**config.mk**
```make
export PLATFORM = sky130hd
export DESIGN_NAME = icur_rowseq
export DESIGN_NICKNAME = d
export VERILOG_FILES = /design/src/rtl/icur_pkg.sv /design/src/rtl/icur_start_calc.sv /design/src/rtl/icur_row_seq.sv /design/src/rtl/icur_rowseq.sv
export SDC_FILE = /design/constraint.sdc
export NUM_CORES = 1
export LEC_CHECK = 0
export ABC_AREA = 0
export BUFFER_PORTS_ARGS = -buffer_cell sky130_fd_sc_hd__buf_2
export CORE_MARGIN = 10
export CORE_UTILIZATION = 50
export CTS_BUF_LIST = sky130_fd_sc_hd__clkbuf_8
export DETAILED_ROUTE_END_ITERATION = 12
export PLACE_DENSITY = 0.72
export SETUP_SLACK_MARGIN = 0.5
export SLEW_MARGIN = 20
export SYNTH_ARGS = -nofsm -noshare
export SYNTH_HDL_FRONTEND = slang
export SYNTH_HIERARCHICAL = 1
export SYNTH_SLANG_ARGS = --single-unit
```
**constraint.sdc**
```tcl
create_clock -name clk -period 6.8 [get_ports clk]
set_input_delay 1.7 -clock clk [delete_from_list [all_inputs] [get_ports clk]]
set_output_delay 1.7 -clock clk [all_outputs]
set_load 0.01 [all_outputs]
```
**src/rtl/icur_pkg.sv**
```systemverilog
package icur_pkg;
  typedef enum logic [1:0] {
    SQ_IDLE = 2'd0,
    SQ_WAIT = 2'd1,
    SQ_RUN  = 2'd2,
    SQ_DONE = 2'd3
  } seq_st_t;
endpackage

```
**src/rtl/icur_start_calc.sv**
```systemverilog
// Computes, from the live controls at a start-of-field pulse, the first row,
// the screen line carrying it, the per-line step and whether nothing shows.
module icur_start_calc #(
  parameter int YW   = 12,
  parameter int ROWS = 64,
  parameter int RW   = 8
) (
  input  logic [YW-1:0] ypos,
  input  logic          ilace_en,
  input  logic          fld_inv,
  input  logic          field_odd,
  output logic [RW-1:0] srow_o,
  output logic [YW-1:0] sline_o,
  output logic [1:0]    step_o,
  output logic          none_o
);
  localparam int CW = YW + 1;

  logic [CW-1:0] yx, rows_c, n_top, top_line, srow_w, sline_w;
  logic          fld, clip;

  assign yx       = {1'b0, ypos};
  assign rows_c   = CW'(ROWS);
  assign fld      = field_odd ^ fld_inv;
  assign clip     = (yx <= rows_c);
  assign n_top    = rows_c - yx;
  assign top_line = yx - rows_c;

  always_comb begin
    step_o = ilace_en ? 2'd2 : 2'd1;
    if (clip) begin
      srow_w  = n_top + (ilace_en ? CW'(fld) : '0);
      sline_w = ilace_en ? CW'(fld) : '0;
    end else begin
      srow_w  = ilace_en ? CW'(yx[0] ^ fld) : '0;
      sline_w = top_line + srow_w;
    end
  end

  assign srow_o  = srow_w[RW-1:0];
  assign sline_o = sline_w[YW-1:0];
  assign none_o  = (srow_w >= rows_c);
endmodule

```
**src/rtl/icur_row_seq.sv**
```systemverilog
// Row counter: loads at start of field, waits for the start line, then
// emits one row per line strobe until the pattern is exhausted.
module icur_row_seq
  import icur_pkg::*;
#(
  parameter int YW   = 12,
  parameter int ROWS = 64,
  parameter int AW   = 6,
  parameter int RW   = 8
) (
  input  logic          clk,
  input  logic          rst_n,
  input  logic          sof,
  input  logic          line_stb,
  input  logic [YW-1:0] line_num,
  input  logic [RW-1:0] srow_in,
  input  logic [YW-1:0] sline_in,
  input  logic [1:0]    step_in,
  input  logic          none_in,
  output logic          row_vld,
  output logic [AW-1:0] row_addr,
  output seq_st_t       st_o,
  output logic [YW-1:0] sline_o,
  output logic [1:0]    step_o
);
  seq_st_t       st_q;
  logic [RW-1:0] cnt_q;
  logic [YW-1:0] sline_q;
  logic [1:0]    step_q;
  logic          more;

  assign more = (cnt_q < RW'(ROWS));

  always_ff @(posedge clk) begin
    if (!rst_n) begin
      st_q     <= SQ_IDLE;
      cnt_q    <= '0;
      sline_q  <= '0;
      step_q   <= 2'd1;
      row_vld  <= 1'b0;
      row_addr <= '0;
    end else if (sof) begin
      row_vld <= 1'b0;
      cnt_q   <= srow_in;
      sline_q <= sline_in;
      step_q  <= step_in;
      st_q    <= none_in ? SQ_DONE : SQ_WAIT;
    end else if (line_stb) begin
      case (st_q)
        SQ_WAIT: begin
          if (line_num == sline_q) begin
            row_vld  <= 1'b1;
            row_addr <= cnt_q[AW-1:0];
            cnt_q    <= cnt_q + RW'(step_q);
            st_q     <= SQ_RUN;
          end else begin
            row_vld <= 1'b0;
          end
        end
        SQ_RUN: begin
          if (more) begin
            row_vld  <= 1'b1;
            row_addr <= cnt_q[AW-1:0];
            cnt_q    <= cnt_q + RW'(step_q);
          end else begin
            row_vld <= 1'b0;
            st_q    <= SQ_DONE;
          end
        end
        default: row_vld <= 1'b0;
      endcase
    end
  end

  assign st_o    = st_q;
  assign sline_o = sline_q;
  assign step_o  = step_q;
endmodule

```
**src/rtl/icur_rowseq.sv**
```systemverilog
module icur_rowseq
  import icur_pkg::*;
#(
  parameter int YW   = 12,
  parameter int ROWS = 64
) (
  input  logic                    clk,
  input  logic                    rst_n,
  input  logic                    sof,
  input  logic                    line_stb,
  input  logic [YW-1:0]           line_num,
  input  logic [YW-1:0]           ypos,
  input  logic                    ilace_en,
  input  logic                    fld_inv,
  input  logic                    field_odd,
  output logic                    row_vld,
  output logic [$clog2(ROWS)-1:0] row_addr
);
  localparam int AW = $clog2(ROWS);
  localparam int RW = AW + 2;

  logic [RW-1:0] srow;
  logic [YW-1:0] sline, seq_sline;
  logic [1:0]    step, seq_step;
  logic          none;
  seq_st_t       seq_st;

  icur_start_calc #(.YW(YW), .ROWS(ROWS), .RW(RW)) u_start (
    .ypos     (ypos),
    .ilace_en (ilace_en),
    .fld_inv  (fld_inv),
    .field_odd(field_odd),
    .srow_o   (srow),
    .sline_o  (sline),
    .step_o   (step),
    .none_o   (none)
  );

  icur_row_seq #(.YW(YW), .ROWS(ROWS), .AW(AW), .RW(RW)) u_seq (
    .clk     (clk),
    .rst_n   (rst_n),
    .sof     (sof),
    .line_stb(line_stb),
    .line_num(line_num),
    .srow_in (srow),
    .sline_in(sline),
    .step_in (step),
    .none_in (none),
    .row_vld (row_vld),
    .row_addr(row_addr),
    .st_o    (seq_st),
    .sline_o (seq_sline),
    .step_o  (seq_step)
  );
endmodule

```
==> flow_summary.ini <==
[pwr]
powerDensity_nw_per_um2 = 187
leakagePower_nw = 1.04
ir_worst_vdd_v = 0.0000996
total_power_mw = 0.478

[final_layout]
finalInstanceArea_um2 = 2550
finalNonFillerCells = 357
nFillCells = 421
synthToLayoutAreaGrowth_pct = 13.7
final_nets = 344
diodes = 0
drive_above_1_share_pct = 19.7
fin_util_pct = 58.7

[detailed_routing]
routed_via_density = 5.55
dr.pass1.iters = 4
drtAntennaViolNets = 0
vias = 1982
route.detailed.drc = 0
wl_per_cell_um = 14.4
drt_iter0_drc = 100
drt_wl_total_um = 5130

[critical_path]
startpoint_type = input port
timing.rr.end = u_seq/row_addr[2]$_SDFFE_PN0P_
crit_type = in2reg
cp.arrival_ns = 3.67
r2r_start = u_seq/sline_o[0]$_SDFFE_PN0P_
crit_fanout = 4
crit_required_ns = 6.97
endpoint_kind = flip-flop
crit_start = fld_inv
rrSetupSlack_ns = 4.59
rr_worst_depth = 5

[yosys]
syn-num-nets = 313
ys_types = 51
synth-seq-cells = 31
synthCells = 273
synth.avg_cell_area_um2 = 8.23
async_flop_share_pct = 0
yosysWarningCount = 6
post-synth-top-area-cell = dfxtp_1
synth_edf_count = 0
synthFlopType = dfxtp_1
synth.top_cell.area_share_pct = 27.6
syn_area_um2 = 2250
yosys-top-cells-area = dfxtp_1, mux2i_1, xnor2_1
yosysSeqAreaShare_pct = 27.6

[hold_path]
min_path_cells = 2
holdPathEnd = u_seq/row_addr[4]$_SDFFE_PN0P_
holdCritStartpoint = u_seq/row_addr[4]$_SDFFE_PN0P_
hp-class = reg2reg

[sta]
grt_setup_unrepaired = false
fmax_mhz = 286
slew_headroom_pct = 60.3
skew_ns = 0.00998
finalCriticalPeriod_ns = 3.50
fin_tns_setup_ns = 0
setup_viol_count_final = 0
hold_viol = 0
worstMarginPinSlew_ns = 0.595
maxSlewViolCount = 0
fin_crit_sh_pct = 51.5

[grt]
grtUsageTotal_pct = 13.8
overflow = 0
grt_pass1_vias = 1942
antenna_found_initial = 0
grt_max_degree = 40
grt_pass1_wl_um = 8790

[cts]
cts_setup_buffers = 0
cts_tree = yes
clockBufferDepth = 2
cts_root_buf = clkbuf_8
clock_latency_ns = 0.28
ctsHoldBuffers = 0
cts.clk_slew.worst_paths_ns = 0.08
cts.sinks = 31
cts_buffers = 5
htree_levels = 2
cts_resized = 0

[floorplanning]
dieWidth_um = 87.0
die_h_um = 87.0
core_area_um2 = 4350
ios = 38
dieArea_um2 = 7580
rows = 24
initial_core_util_pct = 51.6

[placement]
placed_area_um2 = 2440
dp_hpwl_um = 3870
io_buffers = 37
placedCellCount = 349
place.gp.congestion = 0.836

[job]
cap_violations = 0

[status]
status = completed
==> registers in the layout (all words and copies together), names as in the netlist <==
signal          count
u_seq/step_o        2
u_seq/st_o          2
u_seq/sline_o      12
u_seq/row_addr      6
u_seq/row_vld       1
u_seq/cnt_q         8
==> per-stage QoR <==
step / setup WS, ns / hold WS, ns
2_1_floorplan: 3.35 / 0.449
3_3_place_gp: 3.12 / 0.440
3_5_place_dp: 3.03 / 0.449
4_1_cts: 3.30 / 0.463
5_1_grt: 3.16 / 0.477
6_report: 3.30 / 0.462
==> cell families after synthesis <==
kind of cell / count (synthesis) / share of synthesized area (%)
and+or+nand+nor: 108 / 26.6
AOI/OAI and AO/OA: 48 / 15.4
buffers and inverters: 33 / 6.18
DFF: 31 / 27.6
muxes: 24 / 11.0
xor gates and xnor gates: 20 / 7.80
adders and majority gates: 9 / 5.35
==> worst max-delay path by stage <==
stage	end	slack [ns]	depth (start not counted)
final	u_seq/sline_o[10]$_SDFFE_PN0P_	3.30	12
after floorplan	u_seq/sline_o[8]$_SDFFE_PN0P_	3.35	11
after global placement	u_seq/sline_o[10]$_SDFFE_PN0P_	3.12	12
after CTS	u_seq/sline_o[10]$_SDFFE_PN0P_	3.30	12
after global routing	u_seq/sline_o[10]$_SDFFE_PN0P_	3.16	12
after detailed placement	u_seq/sline_o[10]$_SDFFE_PN0P_	3.03	12
==> power breakdown <==
group	internal (mW)	switching [mW]
Clock	0.119	0.0737
Sequential	0.190	0.00694
Combinational	0.0397	0.0488
==> per-layer routing <==
layer  up-vias  GRT usage, %  routed length, um  share of wire (%)
met5         -             0                  0                  0
met2        46          22.5               2400                 47
met4         0          5.01                 65                1.3
met3         4          3.84                278                5.4
met1       911          17.0               2380                 46
li1       1021             -                  -                  -
==> layout by cell type (no fill, tap or decap), types with 3 or more instances in the layout <==
cell type and n:
mux2i_1 21, nor4_1 4, nand4_1 5, nor3_1 7
a21oi_1 4, buf_2 37, and2_1 6, nand2_1 29
nand3_1 5, xor2_1 5, inv_1 19, or4_1 3
o31ai_1 4, a21o_1 5, nor2b_1 16, dfxtp_1 31
clkbuf_8 6, ha_1 8, o2111ai_1 3, nor2_1 20
xnor2_1 15, o21ai_0 12, a31oi_1 6
==> synthesized netlist by cell type, drive strengths merged (7+ instances only) <==
cell type,count
dfxtp,31
nand2,30
mux2i,21
nor2,20
inv,19
nor2b,16
xnor2,15
o21ai,12
clkbuf,10
ha,8
and2,7
nor3,7
==> layout make-up <==
type                    count  area, um2  share of cell area [%]
flip-flops and latches     31        621                    24.3
well taps                  52       65.1                    2.55
clock buffers               6       82.6                    3.23
repair buffers             38        193                    7.54
multi-input cells         209       1490                    58.2
clock inverters             2       35.0                    1.37
inverters                  19       71.3                    2.79
==> worst max-delay path, stage by stage <==
cell and delay [ns]:
buf_2 0.10, xor2_1 0.17, and2_1 0.16, nor3_1 0.21, ha_1 0.26, ha_1 0.24, inv_1 0.07, nor2_1 0.21
nor4_1 0.09, mux2_2 0.28, mux2i_1 0.13, nor2b_1 0.06
Note: power is estimated with default switching activity, not from simulation.
